===== config.mk =====
export PLATFORM = sky130hd
export DESIGN_NAME = seg_load_guard
export DESIGN_NICKNAME = d
export VERILOG_FILES = /design/src/rtl/seg_guard_pkg.sv /design/src/rtl/seg_limit_cmp.sv /design/src/rtl/seg_rule_eval.sv /design/src/rtl/seg_load_guard.sv
export SDC_FILE = /design/constraint.sdc
export NUM_CORES = 1
export LEC_CHECK = 0
export CORE_MARGIN = 2
export CORE_UTILIZATION = 42
export CTS_BUF_LIST = sky130_fd_sc_hd__clkbuf_4
export DETAILED_ROUTE_END_ITERATION = 10
export HOLD_SLACK_MARGIN = 0.05
export PLACE_DENSITY = 0.9
export SYNTH_ARGS = -nofsm -noshare
export SYNTH_HDL_FRONTEND = slang
export SYNTH_SLANG_ARGS = --single-unit

===== constraint.sdc =====
create_clock -name clk -period 2.42 [get_ports clk]
set_clock_uncertainty 0.2 [all_clocks]
set_input_delay 0.484 -clock clk [delete_from_list [all_inputs] [get_ports clk]]
set_output_delay 0.484 -clock clk [all_outputs]
set_load 0.1 [all_outputs]

===== src/rtl/seg_guard_pkg.sv =====
package seg_guard_pkg;

    typedef enum logic [2:0] {
        TGT_SS = 3'd0,
        TGT_DS = 3'd1,
        TGT_ES = 3'd2,
        TGT_FS = 3'd3,
        TGT_GS = 3'd4
    } seg_tgt_e;

    typedef enum logic {
        FLT_GP = 1'b0,
        FLT_NP = 1'b1
    } flt_kind_e;

    typedef enum logic [1:0] {
        ST_IDLE   = 2'd0,
        ST_ACCEPT = 2'd1,
        ST_FAULT  = 2'd2
    } guard_st_e;

    typedef struct packed {
        logic       present;
        logic       is_code;
        logic       writable;
        logic       readable;
        logic       conforming;
        logic [1:0] dpl;
    } seg_attr_t;

    typedef struct packed {
        logic      fail;
        flt_kind_e kind;
        logic      zero_code;
    } verdict_t;

endpackage


===== src/rtl/seg_limit_cmp.sv =====
module seg_limit_cmp #(
    parameter int SEL_W = 16,
    parameter int LIM_W = 16
) (
    input  logic [SEL_W-1:0] sel,
    input  logic [LIM_W-1:0] limit,
    output logic             over
);
    localparam int CMP_W = (SEL_W > LIM_W) ? SEL_W : LIM_W;

    logic [SEL_W-1:0] last_byte;
    logic [CMP_W-1:0] last_ext;
    logic [CMP_W-1:0] lim_ext;

    always_comb begin
        last_byte = {sel[SEL_W-1:3], 3'b111};
        last_ext  = CMP_W'(last_byte);
        lim_ext   = CMP_W'(limit);
        over      = last_ext > lim_ext;
    end
endmodule


===== src/rtl/seg_rule_eval.sv =====
module seg_rule_eval
    import seg_guard_pkg::*;
#(
    parameter int SEL_W = 16
) (
    input  logic             is_stack,
    input  logic [SEL_W-1:0] sel,
    input  logic [1:0]       cpl,
    input  seg_attr_t        attr,
    input  logic             over_limit,
    output verdict_t         verdict
);
    logic       is_null;
    logic [1:0] rpl;
    logic       stk_bad;
    logic       typ_bad;
    logic       prv_bad;

    always_comb begin
        is_null = (sel[SEL_W-1:3] == '0);
        rpl     = sel[1:0];
        stk_bad = (rpl != cpl) || attr.is_code || !attr.writable || (attr.dpl != cpl);
        typ_bad = attr.is_code && !attr.readable;
        prv_bad = (!attr.is_code || !attr.conforming) &&
                  ((rpl > attr.dpl) || (cpl > attr.dpl));

        verdict = '{fail: 1'b0, kind: FLT_GP, zero_code: 1'b0};
        if (is_stack) begin
            if (is_null) begin
                verdict = '{fail: 1'b1, kind: FLT_GP, zero_code: 1'b1};
            end else if (over_limit || stk_bad || !attr.present) begin
                verdict = '{fail: 1'b1, kind: FLT_GP, zero_code: 1'b0};
            end
        end else begin
            if (is_null) begin
                verdict = '{fail: 1'b0, kind: FLT_GP, zero_code: 1'b0};
            end else if (over_limit || typ_bad || prv_bad) begin
                verdict = '{fail: 1'b1, kind: FLT_GP, zero_code: 1'b0};
            end else if (!attr.present) begin
                verdict = '{fail: 1'b1, kind: FLT_NP, zero_code: 1'b0};
            end
        end
    end
endmodule


===== src/rtl/seg_load_guard.sv =====
module seg_load_guard
    import seg_guard_pkg::*;
#(
    parameter int SEL_W = 16,
    parameter int LIM_W = 16
) (
    input  logic             clk,
    input  logic             rst_n,
    input  logic             req_valid,
    input  logic [2:0]       req_target,
    input  logic [SEL_W-1:0] req_sel,
    input  logic [1:0]       cur_cpl,
    input  logic [LIM_W-1:0] tbl_limit,
    input  logic             dsc_present,
    input  logic             dsc_is_code,
    input  logic             dsc_writable,
    input  logic             dsc_readable,
    input  logic             dsc_conforming,
    input  logic [1:0]       dsc_dpl,
    output logic             load_grant,
    output logic             fault_valid,
    output logic             fault_kind,
    output logic [SEL_W-1:0] fault_code
);
    guard_st_e        state_q, state_d;
    flt_kind_e        kind_q;
    logic [SEL_W-1:0] code_q;
    seg_attr_t        attr;
    verdict_t         verdict;
    logic             over_limit;
    logic             is_stack;

    always_comb begin
        attr     = '{present: dsc_present, is_code: dsc_is_code,
                     writable: dsc_writable, readable: dsc_readable,
                     conforming: dsc_conforming, dpl: dsc_dpl};
        is_stack = (seg_tgt_e'(req_target) == TGT_SS);
    end

    seg_limit_cmp #(.SEL_W(SEL_W), .LIM_W(LIM_W)) u_limit (
        .sel   (req_sel),
        .limit (tbl_limit),
        .over  (over_limit)
    );

    seg_rule_eval #(.SEL_W(SEL_W)) u_rules (
        .is_stack   (is_stack),
        .sel        (req_sel),
        .cpl        (cur_cpl),
        .attr       (attr),
        .over_limit (over_limit),
        .verdict    (verdict)
    );

    // next-state: every state reacts to a new request the same way
    always_comb begin
        state_d = ST_IDLE;
        unique case (state_q)
            ST_IDLE, ST_ACCEPT, ST_FAULT: begin
                if (req_valid) begin
                    state_d = verdict.fail ? ST_FAULT : ST_ACCEPT;
                end else begin
                    state_d = ST_IDLE;
                end
            end
            default: state_d = ST_IDLE;
        endcase
    end

    // state register and captured fault details
    always_ff @(posedge clk) begin
        if (!rst_n) begin
            state_q <= ST_IDLE;
            kind_q  <= FLT_GP;
            code_q  <= '0;
        end else begin
            state_q <= state_d;
            if (req_valid) begin
                kind_q <= verdict.kind;
                code_q <= verdict.zero_code ? '0 : req_sel;
            end
        end
    end

    // outputs decoded from the state
    always_comb begin
        load_grant  = 1'b0;
        fault_valid = 1'b0;
        fault_kind  = FLT_GP;
        fault_code  = '0;
        unique case (state_q)
            ST_IDLE: ;
            ST_ACCEPT: load_grant = 1'b1;
            ST_FAULT: begin
                fault_valid = 1'b1;
                fault_kind  = kind_q;
                fault_code  = code_q;
            end
            default: ;
        endcase
    end
endmodule


==> flow_summary_export.csv <==
group,metric,value,unit
sta,max_clock_freq,0.415,GHz
sta,relSlewSlack,72.6,%
grt,grt_pass1_vias,1569,
drt,wl_per_cell,15.1,um
power,vdd_drop_max,384,uV
synth,seq_area_frac_synth,27.2,%
synth,synth_area,1400,um^2
clocking,cts_sinks,19,
grt,grt_usage,24.5,%
synth,syn_inst,165,
clocking,clock_path_buffers,2,
setup_path,cp_top_family,"simple AND/OR/NAND/NOR gates",
clocking,cts_buffers,3,
placement,dp_cells,290,
synth,ys_warn_count,0,
sta,worstMarginPinSlew,0.407,ns
drt,first_pass_iters,4,
placement,hpwl,3.61,mm
drt,drc_errors,0,
synth,synth_top_area_share,27.2,%
floorplan,initial_core_util,45.1,%
setup_path,path_class,"input pin to flip-flop",
synth,ys_ff_latch,19,
final_layout,layout.cells.non_filler,296,
setup_path,path_cells,"clkdlybuf4s50_1 -> inv_2 -> ha_4 -> nand2_2 -> nor4_4 -> o21ai_1 -> a22oi_2 -> o211ai_2 -> and4b_1",
setup_path,reg2reg_from,"state_q[0]",
setup_path,path_max_fanout,3,
drt,num_vias,1504,
grt,grt_pass1_wl,6.85,mm
final_layout,insertedDiodeCount,0,
clocking,clock_latency,0.30,ns
setup_path,startpoint,"tbl_limit[15]",
synth,avgSynthCellArea,8.48,um^2
placement,port_buffers,65,
sta,hold_viol_final,0,
setup_path,end_kind,"flip-flop",
synth,ys_types,32,
synth,synth_top_cell_by_area,"dfxtp_1",
sta,fin_crit_sh,99.6,%
drt,viasPerCell,5.08,
drt,detail-route-antenna-nets,0,
final_layout,n_fill_cell,187,
floorplan,io_pins,66,
setup_path,crit_required,2.42,ns
setup_path,critPathSlowestCell,"clkdlybuf4s50_1",
grt,antenna_found_initial,0,
grt,grt_max_degree,21,
floorplan,die_y,61.7,um
final_layout,utilization,81.5,%
final_layout,drive_gt1_share,25.8,%
placement,gp_congestion,0.834,
min_path,hp-start,"code_q[5]",
synth,syn-num-nets,229,
final_layout,areaGrowthSynthToFinish,80.7,%
sta,setup_viol,0,
sta,finalMaxSlewViolations,0,
setup_path,crit_buf_inv,2,
synth,synth_area_leaders,"dfxtp_1 27%, ha_1 15%, nor2b_1 9.8%, mux2i_1 9.3%, and2_1 7.6%",
drt,totalWireLength,4.48,mm
clocking,cts.htree.levels,1,
clocking,cts_tree,"yes",
status,status,"complete, no violations",
synth,synth_edf_count,0,
floorplan,die_w,61.7,um
floorplan,dieArea,3810,um^2
floorplan,rows,20,
sta,fin_crit,2.41,ns
final_layout,nNetsFinal,317,
power,power_density,351,nW/um^2
clocking,clockRootBuffer,"clkbuf_4",
power,p_leak,1.15,nW
synth,dominantRegCellSynth,"dfxtp_1",
drt,drt_iter0_markers,42,
floorplan,core,3100,um^2
min_path,hold_path_class,"flip-flop to flip-flop",
setup_path,worst_path_largest_cell_delay,0.47,ns
grt,grt_overflow,0,
flow_run,drv_cap,0,
synth,synth-async-reset-ratio,0,%
setup_path,setup.worst_path.start_class,"input pin",
setup_path,cp_data_arrival_time,2.41,ns
clocking,path_clk_slew,0.10,ns
==> layout make-up <==
type / instances / area [um^2] / share of cell area (%)
Clock buffer: 4 / 30.0 / 1.19
Inverter: 20 / 75.1 / 2.97
Multi-Input combinational cell: 122 / 978 / 38.7
Sequential cell: 19 / 380 / 15.0
Tap cell: 44 / 55.1 / 2.18
Timing Repair Buffer: 87 / 1010 / 39.9
==> cells in the mapped netlist (3+ instances only) <==
library cell	count
clkbuf_1	3
dfxtp_1	19
nor4_1	3
ha_1	17
a21oi_1	12
inv_1	20
nand3_1	4
nand2_1	7
mux2i_1	13
and2_1	17
nor2b_1	22
==> worst paths after layout <==
check,endpoint,slack [ns],cells after the start
hold / removal,code_q[5],0.32,2
hold reg to reg,code_q[5],0.32,2
setup reg to reg,state_q[0],1.41,3
setup / recovery,state_q[0],0.009,9
==> registers in the layout, indices dropped and copies added, names as in the netlist <==
signal,count
code_q,16
kind_q,1
state_q,2
==> routing by layer <==
layer  track usage, %  up-vias  wire (um)
met5                0        -          0
met4             6.08        0        107
met3             5.38       13        269
met2             47.5       65       2440
met1             26.8      693       1660
li1                 -      733          -
==> metrics by stage <==
stage                     setup slack [ns]  total power (W)  cell area, um^2  hold WS, ns  TNS [ns]
after global placement              -0.202         0.000687             2440        0.286    -0.605
after floorplan                     0.0551         0.000523             1410        0.274         0
after global routing               -0.0357         0.000931             2530        0.358   -0.0357
after detailed placement            -0.331         0.000704             2440        0.303     -1.12
after CTS                           0.0198         0.000874             2470        0.328         0
final                              0.00910         0.000886             2530        0.320         0
==> layout by cell type (no fill, tap or decap), types with 2 or more instances in the layout <==
cell type        Yosys  routed
and2_1              17       8
inv_1               20      18
nand2_2              1       2
ha_1                17      14
dfxtp_1             19      19
a221o_1              2       2
buf_4                0      22
xnor2_1              2       2
o21ai_0              2       2
inv_2                0       2
buf_12               0      19
nor4_1               3       3
and2_2               0       9
clkdlybuf4s50_1      0      45
nor3_1               2       2
ha_4                 0       3
nand2b_1             2       2
nand3_1              4       4
clkbuf_4             0       4
a21oi_1             12      12
nor2b_1             22      22
nor2_1               2       2
mux2i_1             13      13
nand2_1              7       6
o21a_1               2       2
==> worst register-to-register path, stage by stage, from the launching register on <==
cell     delay [ns]
dfxtp_1        0.36
nand2_1        0.06
nand3_1        0.10
and4b_1        0.20
==> cell families (layout without fill, tap and decap cells) <==
logic type               count (synthesis)  after routing  share of synthesized area [%]
buffers and inverters                   24            111                           6.53
multiplexers                            13             13                           9.30
flip-flops                              19             19                           27.2
AO/OA/AOI/OAI                           24             24                           11.2
AND/OR/NAND/NOR                         66             66                           29.3
adder cells (fa/ha/maj)                 17             17                           15.2
XOR/XNOR                                 2              2                           1.25
==> report_power, final <==
part	total (W)	switching (W)	internal, W
sequential	0.000338	0.00000814	0.000330
clock	0.000173	0.0000973	0.0000756
combinational	0.000375	0.000186	0.000188
==> what timing repair did <==
item,in CTS,in global routing
gates resized for setup,0,7
hold buffers,0,0
pin swaps,1,6
setup buffers,0,2
endpoints found under the setup margin,1,1
Power figures use the tool's default switching activity.
